**config.mk**
```make
export PLATFORM = sky130hd
export DESIGN_NAME = slot_timer
export DESIGN_NICKNAME = d
export VERILOG_FILES = /design/src/rtl/slot_timer_pkg.sv /design/src/rtl/slot_prescaler.sv /design/src/rtl/slot_down_counter.sv /design/src/rtl/slot_timer.sv
export SDC_FILE = /design/constraint.sdc
export NUM_CORES = 1
export LEC_CHECK = 0
export ABC_AREA = 1
export CORE_UTILIZATION = 64
export CTS_CLUSTER_DIAMETER = 30
export CTS_CLUSTER_SIZE = 40
export DETAILED_ROUTE_END_ITERATION = 6
export DONT_BUFFER_PORTS = 1
export PLACE_DENSITY = 0.87
export SLEW_MARGIN = 20
export SYNTH_ARGS = -nofsm -noshare
export SYNTH_HDL_FRONTEND = slang
export SYNTH_SLANG_ARGS = --single-unit
```
**constraint.sdc**
```tcl
create_clock -name clk_i -period 3.47 [get_ports clk_i]
set_input_delay 0.8675 -clock clk_i [delete_from_list [all_inputs] [get_ports clk_i]]
set_output_delay 0.8675 -clock clk_i [all_outputs]
set_load 0.03 [all_outputs]
```
**src/rtl/slot_timer_pkg.sv**
```systemverilog
`timescale 1ns/1ps
package slot_timer_pkg;
  typedef enum logic [1:0] {
    REG_CTL = 2'd0,
    REG_CNT = 2'd1,
    REG_PRE = 2'd2
  } reg_sel_e;

  localparam int unsigned CTL_WRAP = 2;
  localparam int unsigned CTL_IE   = 3;
  localparam int unsigned CTL_EXP  = 6;
  localparam int unsigned CTL_PEND = 7;
  localparam int unsigned FRAC_W   = 10;  // log2 of the largest multiplier

  // prescaler increment per tick = 1024 / multiplier
  function automatic logic [FRAC_W:0] step_of(input logic [1:0] code);
    case (code)
      2'b00:   return (FRAC_W+1)'(16);
      2'b01:   return (FRAC_W+1)'(8);
      2'b10:   return (FRAC_W+1)'(4);
      default: return (FRAC_W+1)'(1);
    endcase
  endfunction
endpackage

```
**src/rtl/slot_prescaler.sv**
```systemverilog
`timescale 1ns/1ps
module slot_prescaler
  import slot_timer_pkg::*;
#(
  parameter int unsigned PRE_W = 18,
  parameter int unsigned LIM_W = 8
) (
  input  logic             clk_i,
  input  logic             rst_ni,
  input  logic             tick_i,
  input  logic [1:0]       code_i,
  input  logic [LIM_W-1:0] limit_i,
  output logic             slot_o
);
  localparam int unsigned LOW_W = PRE_W - LIM_W;

  logic [PRE_W-1:0] acc_q;
  logic [PRE_W:0]   sum, ceil_w;
  logic             run, hit;

  always_comb begin
    ceil_w = {1'b0, limit_i, {LOW_W{1'b0}}};
    sum    = {1'b0, acc_q} + (PRE_W+1)'(step_of(code_i));
    run    = (limit_i != '0);
    hit    = run && (sum >= ceil_w);
    slot_o = tick_i && hit;
  end

  always_ff @(posedge clk_i or negedge rst_ni) begin
    if (!rst_ni)     acc_q <= '0;
    else if (tick_i) acc_q <= (hit || !run) ? '0 : sum[PRE_W-1:0];
  end
endmodule

```
**src/rtl/slot_down_counter.sv**
```systemverilog
`timescale 1ns/1ps
module slot_down_counter #(
  parameter int unsigned W = 8
) (
  input  logic         clk_i,
  input  logic         rst_ni,
  input  logic         slot_i,
  input  logic         wr_i,
  input  logic [W-1:0] wdata_i,
  input  logic         wrap_i,
  output logic [W-1:0] cnt_o,
  output logic         expire_o
);
  logic [W-1:0] cnt_q, base, nxt;

  always_comb begin
    base = wr_i ? wdata_i : cnt_q;   // written value still sees a colliding slot
    nxt  = base;
    if (slot_i) begin
      if (base == '0) nxt = wrap_i ? '1 : '0;
      else            nxt = base - W'(1);
    end
    expire_o = slot_i && (base == W'(1));
  end

  always_ff @(posedge clk_i or negedge rst_ni) begin
    if (!rst_ni) cnt_q <= '0;
    else         cnt_q <= nxt;
  end

  assign cnt_o = cnt_q;
endmodule

```
**src/rtl/slot_timer.sv**
```systemverilog
`timescale 1ns/1ps
module slot_timer
  import slot_timer_pkg::*;
#(
  parameter int unsigned DW    = 8,
  parameter int unsigned PRE_W = 18
) (
  input  logic          clk_i,
  input  logic          rst_ni,
  input  logic          tick_i,
  input  logic [1:0]    addr_i,
  input  logic          we_i,
  input  logic [DW-1:0] wdata_i,
  output logic [DW-1:0] rdata_o,
  input  logic          gie_i,
  output logic          irq_o,
  output logic          dma_trig_o
);
  logic [1:0]    code_q;
  logic          wrap_q, ie_q, exp_q, pend_q, dma_q;
  logic [DW-1:0] pre_q, cnt;
  logic          slot, expire;
  logic          wr_ctl, wr_cnt, wr_pre;

  assign wr_ctl = we_i && (addr_i == REG_CTL);
  assign wr_cnt = we_i && (addr_i == REG_CNT);
  assign wr_pre = we_i && (addr_i == REG_PRE);

  slot_prescaler #(.PRE_W(PRE_W), .LIM_W(DW)) u_pre (
    .clk_i  (clk_i),
    .rst_ni (rst_ni),
    .tick_i (tick_i),
    .code_i (code_q),
    .limit_i(pre_q),
    .slot_o (slot)
  );

  slot_down_counter #(.W(DW)) u_cnt (
    .clk_i   (clk_i),
    .rst_ni  (rst_ni),
    .slot_i  (slot),
    .wr_i    (wr_cnt),
    .wdata_i (wdata_i),
    .wrap_i  (wrap_q),
    .cnt_o   (cnt),
    .expire_o(expire)
  );

  always_ff @(posedge clk_i or negedge rst_ni) begin
    if (!rst_ni) begin
      code_q <= '0;
      wrap_q <= 1'b0;
      ie_q   <= 1'b0;
      exp_q  <= 1'b0;
      pend_q <= 1'b0;
      pre_q  <= '0;
      dma_q  <= 1'b0;
    end else begin
      if (wr_ctl) begin
        code_q <= wdata_i[1:0];
        wrap_q <= wdata_i[CTL_WRAP];
        ie_q   <= wdata_i[CTL_IE];
      end
      if (wr_pre) pre_q <= wdata_i;
      // flags: write-0 clears, set event has priority
      exp_q  <= expire | (exp_q & ~(wr_ctl & ~wdata_i[CTL_EXP]));
      pend_q <= (expire & ie_q) | (pend_q & ~(wr_ctl & ~wdata_i[CTL_PEND]));
      dma_q  <= expire;
    end
  end

  always_comb begin
    rdata_o = '0;
    case (addr_i)
      REG_CTL: begin
        rdata_o[1:0]      = code_q;
        rdata_o[CTL_WRAP] = wrap_q;
        rdata_o[CTL_IE]   = ie_q;
        rdata_o[CTL_EXP]  = exp_q;
        rdata_o[CTL_PEND] = pend_q;
      end
      REG_CNT: rdata_o = cnt;
      REG_PRE: rdata_o = pre_q;
      default: rdata_o = '0;
    endcase
  end

  assign irq_o      = pend_q & ie_q & gie_i;
  assign dma_trig_o = dma_q;
endmodule

```
==> flow_metrics.tcl <==
set metrics [dict create \
    critPathMaxFanout 8 \
    max_stage_delay_ns 0.43 \
    die-area_mm2 0.00509 \
    hp-class "input pin to asynchronous set/reset pin" \
    yosysWarnings 0 \
    synth_area_leader_cell "dfrtp_1" \
    drtIter0Drc 247 \
    gp_congestion 0.906 \
    crit_type "flip-flop to flip-flop" \
    fin_crit_ns 3.43 \
    hold_buffers 0 \
    yosysTopAreaCellShare 0.333 \
    viasPerCell 5.91 \
    synth_edf_count 0 \
    syn-num-nets 494 \
    cp-start-kind "flip-flop" \
    numPortBuffers 0 \
    grt_max_degree 42 \
    grt_use_total 0.302 \
    fin_skew_ns 0.0111 \
    worstPathRequired_ns 3.65 \
    avgSynthCellArea_um2 6.71 \
    utilization 0.810 \
    cts_buffer_depth 2 \
    total_power_mw 1.90 \
    rsz0062_at_grt "yes" \
    ys_seq_area_frac 0.333 \
    crit_arrival_ns 3.61 \
    coreArea_mm2 0.00447 \
    irDropWorstVdd_mv 0.261 \
    num_vias 3098 \
    cts_buffers 5 \
    synth-async-reset-ratio 1.00 \
    floorplan.die.width_um 71.4 \
    maxSlewHeadroom 0.543 \
    timing.max_cap.violations 0 \
    routedWlPerCell_um 16.1 \
    clock_latency_ns 0.30 \
    layout-drive-gt1-share 0.193 \
    cp_num_buf_inv 2 \
    synth.cell_area_mm2 0.00308 \
    rows 24 \
    slew_viol_final 0 \
    clock-sinks 41 \
    powerDensity_mw_per_mm2 525 \
    cts.clk_slew.worst_paths_ns 0.09 \
    finalHoldViolCount 0 \
    nets 506 \
    start_util 0.688 \
    post-route-period-util 0.989 \
    area_delta_synth_final_pct 17.7 \
    drc 0 \
    ant_nets 0 \
    grt.overflow.total 0 \
    cts_tree "yes" \
    status "finished clean" \
    insertedDiodeCount 0 \
    ys_types 31 \
    ys_ff_latch 41 \
    tightestPinTransition_ns 0.685 \
    die-height_um 71.4 \
    root_buffer "clkbuf_8" \
    ys.flop_type "dfrtp_1" \
    ios 25 \
    p_leak_nw 1.95 \
    grt_pass1_vias 2813 \
    synthTopCellsByArea "dfrtp_1 33%, nand2_1 20%, inv_1 8.4%, ha_1 8.1%, nand3_1 6.5%" \
    setup_viol 0 \
    dp.final_hpwl_um 5270 \
    routed_wl_um 8460 \
    drt-pass1-iter-count 6 \
    grt_pass1_wl_um 12100 \
    grt_antenna_before_repair 0 \
    fmax_mhz 291 \
    worst_path_max_delay_cell "dfrtp_1" \
    cp_top_family "simple AND/OR/NAND/NOR gates" \
    h-tree-depth 2 \
    synthCells 459 \
    critPathCaptureType "flip-flop" \
    path_cells "inv_1 > nor2_1 > ha_1 > nor2_1 > nand2_2 > nand3_2 > nand2_2 > nor3b_4 > nand3_2 > xor2_2 > ha_1 > nand2_2 > nor2_2 > nand4_1 > nor2_1 > nand3_1 > nor2_1 > nand2_2 > buf_4 > nand3_4 > o21ai_1" \
]
final cells by class:
class                           count  area [um2]
Multi-Input combinational cell    336        2010
Sequential cell                    41        1030
Fill cell                         283         848
Inverter                           73         274
Timing Repair Buffer               14         138
Clock buffer                        5        68.8
Tap cell                           52        65.1
Clock inverter                      3        43.8
final timing paths:
| path | startpoint | to | slack (ns) | depth (start not counted) |
|---|---|---|---|---|
| worst max-delay path | code_q[0] | u_pre.acc_q[14] | 0.04 | 21 |
| worst min-delay path | rst_ni | pre_q[4] | 0.25 | 0 |
| worst max register to register | code_q[0] | u_pre.acc_q[14] | 0.04 | 21 |
| worst min register to register | u_pre.acc_q[16] | u_pre.acc_q[16] | 0.55 | 2 |
| max in group asynchronous | rst_ni | u_pre.acc_q[0] | 3.11 | 0 |
| min in group clk_i | u_pre.acc_q[16] | u_pre.acc_q[16] | 0.55 | 2 |
flip-flops by register name (all words and copies together), names as in the netlist, 2 cells and up:
signal / count
u_pre.acc_q: 18
pre_q: 8
u_cnt.cnt_o: 8
code_q: 2
layout by cell type (no fill, tap or decap), types with 3 or more instances in the layout:
cell type / instances
xnor2_1: 8
nor2_2: 7
inv_1: 65
nand2_4: 5
ha_1: 14
nor2_1: 21
o21ai_0: 20
nand2_1: 152
nand3_4: 3
nand3_1: 36
nand3_2: 5
buf_4: 10
inv_2: 6
o21ai_1: 4
nand4_1: 5
dfrtp_1: 41
clkbuf_8: 5
nand2_2: 13
a21oi_1: 7
ha_4: 6
o21ai_2: 13
timing repair:
item | in CTS | in global routing
setup endpoints to repair | 8 | 29
hold endpoints to repair | 0 | 0
cloned | 0 | 2
gates resized for setup | 1 | 73
pin swaps | 0 | 29
setup buffers | 0 | 9
where the power goes:
group          internal (mW)  switching, mW
logic                  0.309          0.514
clock network          0.216          0.178
registers              0.569          0.118
total                   1.09          0.810
routing by layer:
metal / vias up / wire, um / global-route usage
met2: 159 / 4270 / 0.534
met4: 0 / 456 / 0.180
li1: 1455 / - / -
met5: - / 0 / 0
met3: 52 / 554 / 0.0352
met1: 1432 / 3180 / 0.353
per-stage QoR:
stage	setup WS [ns]	cell area (um2)	hold WS [ns]	std cells	TNS [ns]
6_report	0.0381	3630	0.254	524	0
5_1_grt	-0.209	3630	0.241	524	-4.39
4_1_cts	0.0912	3230	0.249	513	0
3_5_place_dp	0.00726	3120	0.497	505	0
3_3_place_gp	0.110	3120	0.482	505	0
2_1_floorplan	0.468	3080	0.455	459	0
cells in the mapped netlist, types with 3 or more instances:
library cell	count
nand4_1	5
dfrtp_1	41
xnor2_1	9
o21ai_0	28
a21oi_1	8
xor2_1	3
nand2_1	166
nand3_1	40
inv_1	69
nor2_1	27
o21ai_1	3
nand2_2	3
ha_1	20
clkbuf_1	4
o21ai_2	6
nand3_2	3
buf_2	3
kinds of logic after synthesis:
family,Yosys count,synth area share
simple gates,256,0.358
flops,41,0.333
compound gates,47,0.0849
buf+inv,83,0.108
xor+xnor,12,0.0341
fa+ha+maj,20,0.0812
Power figures use the tool's default switching activity.
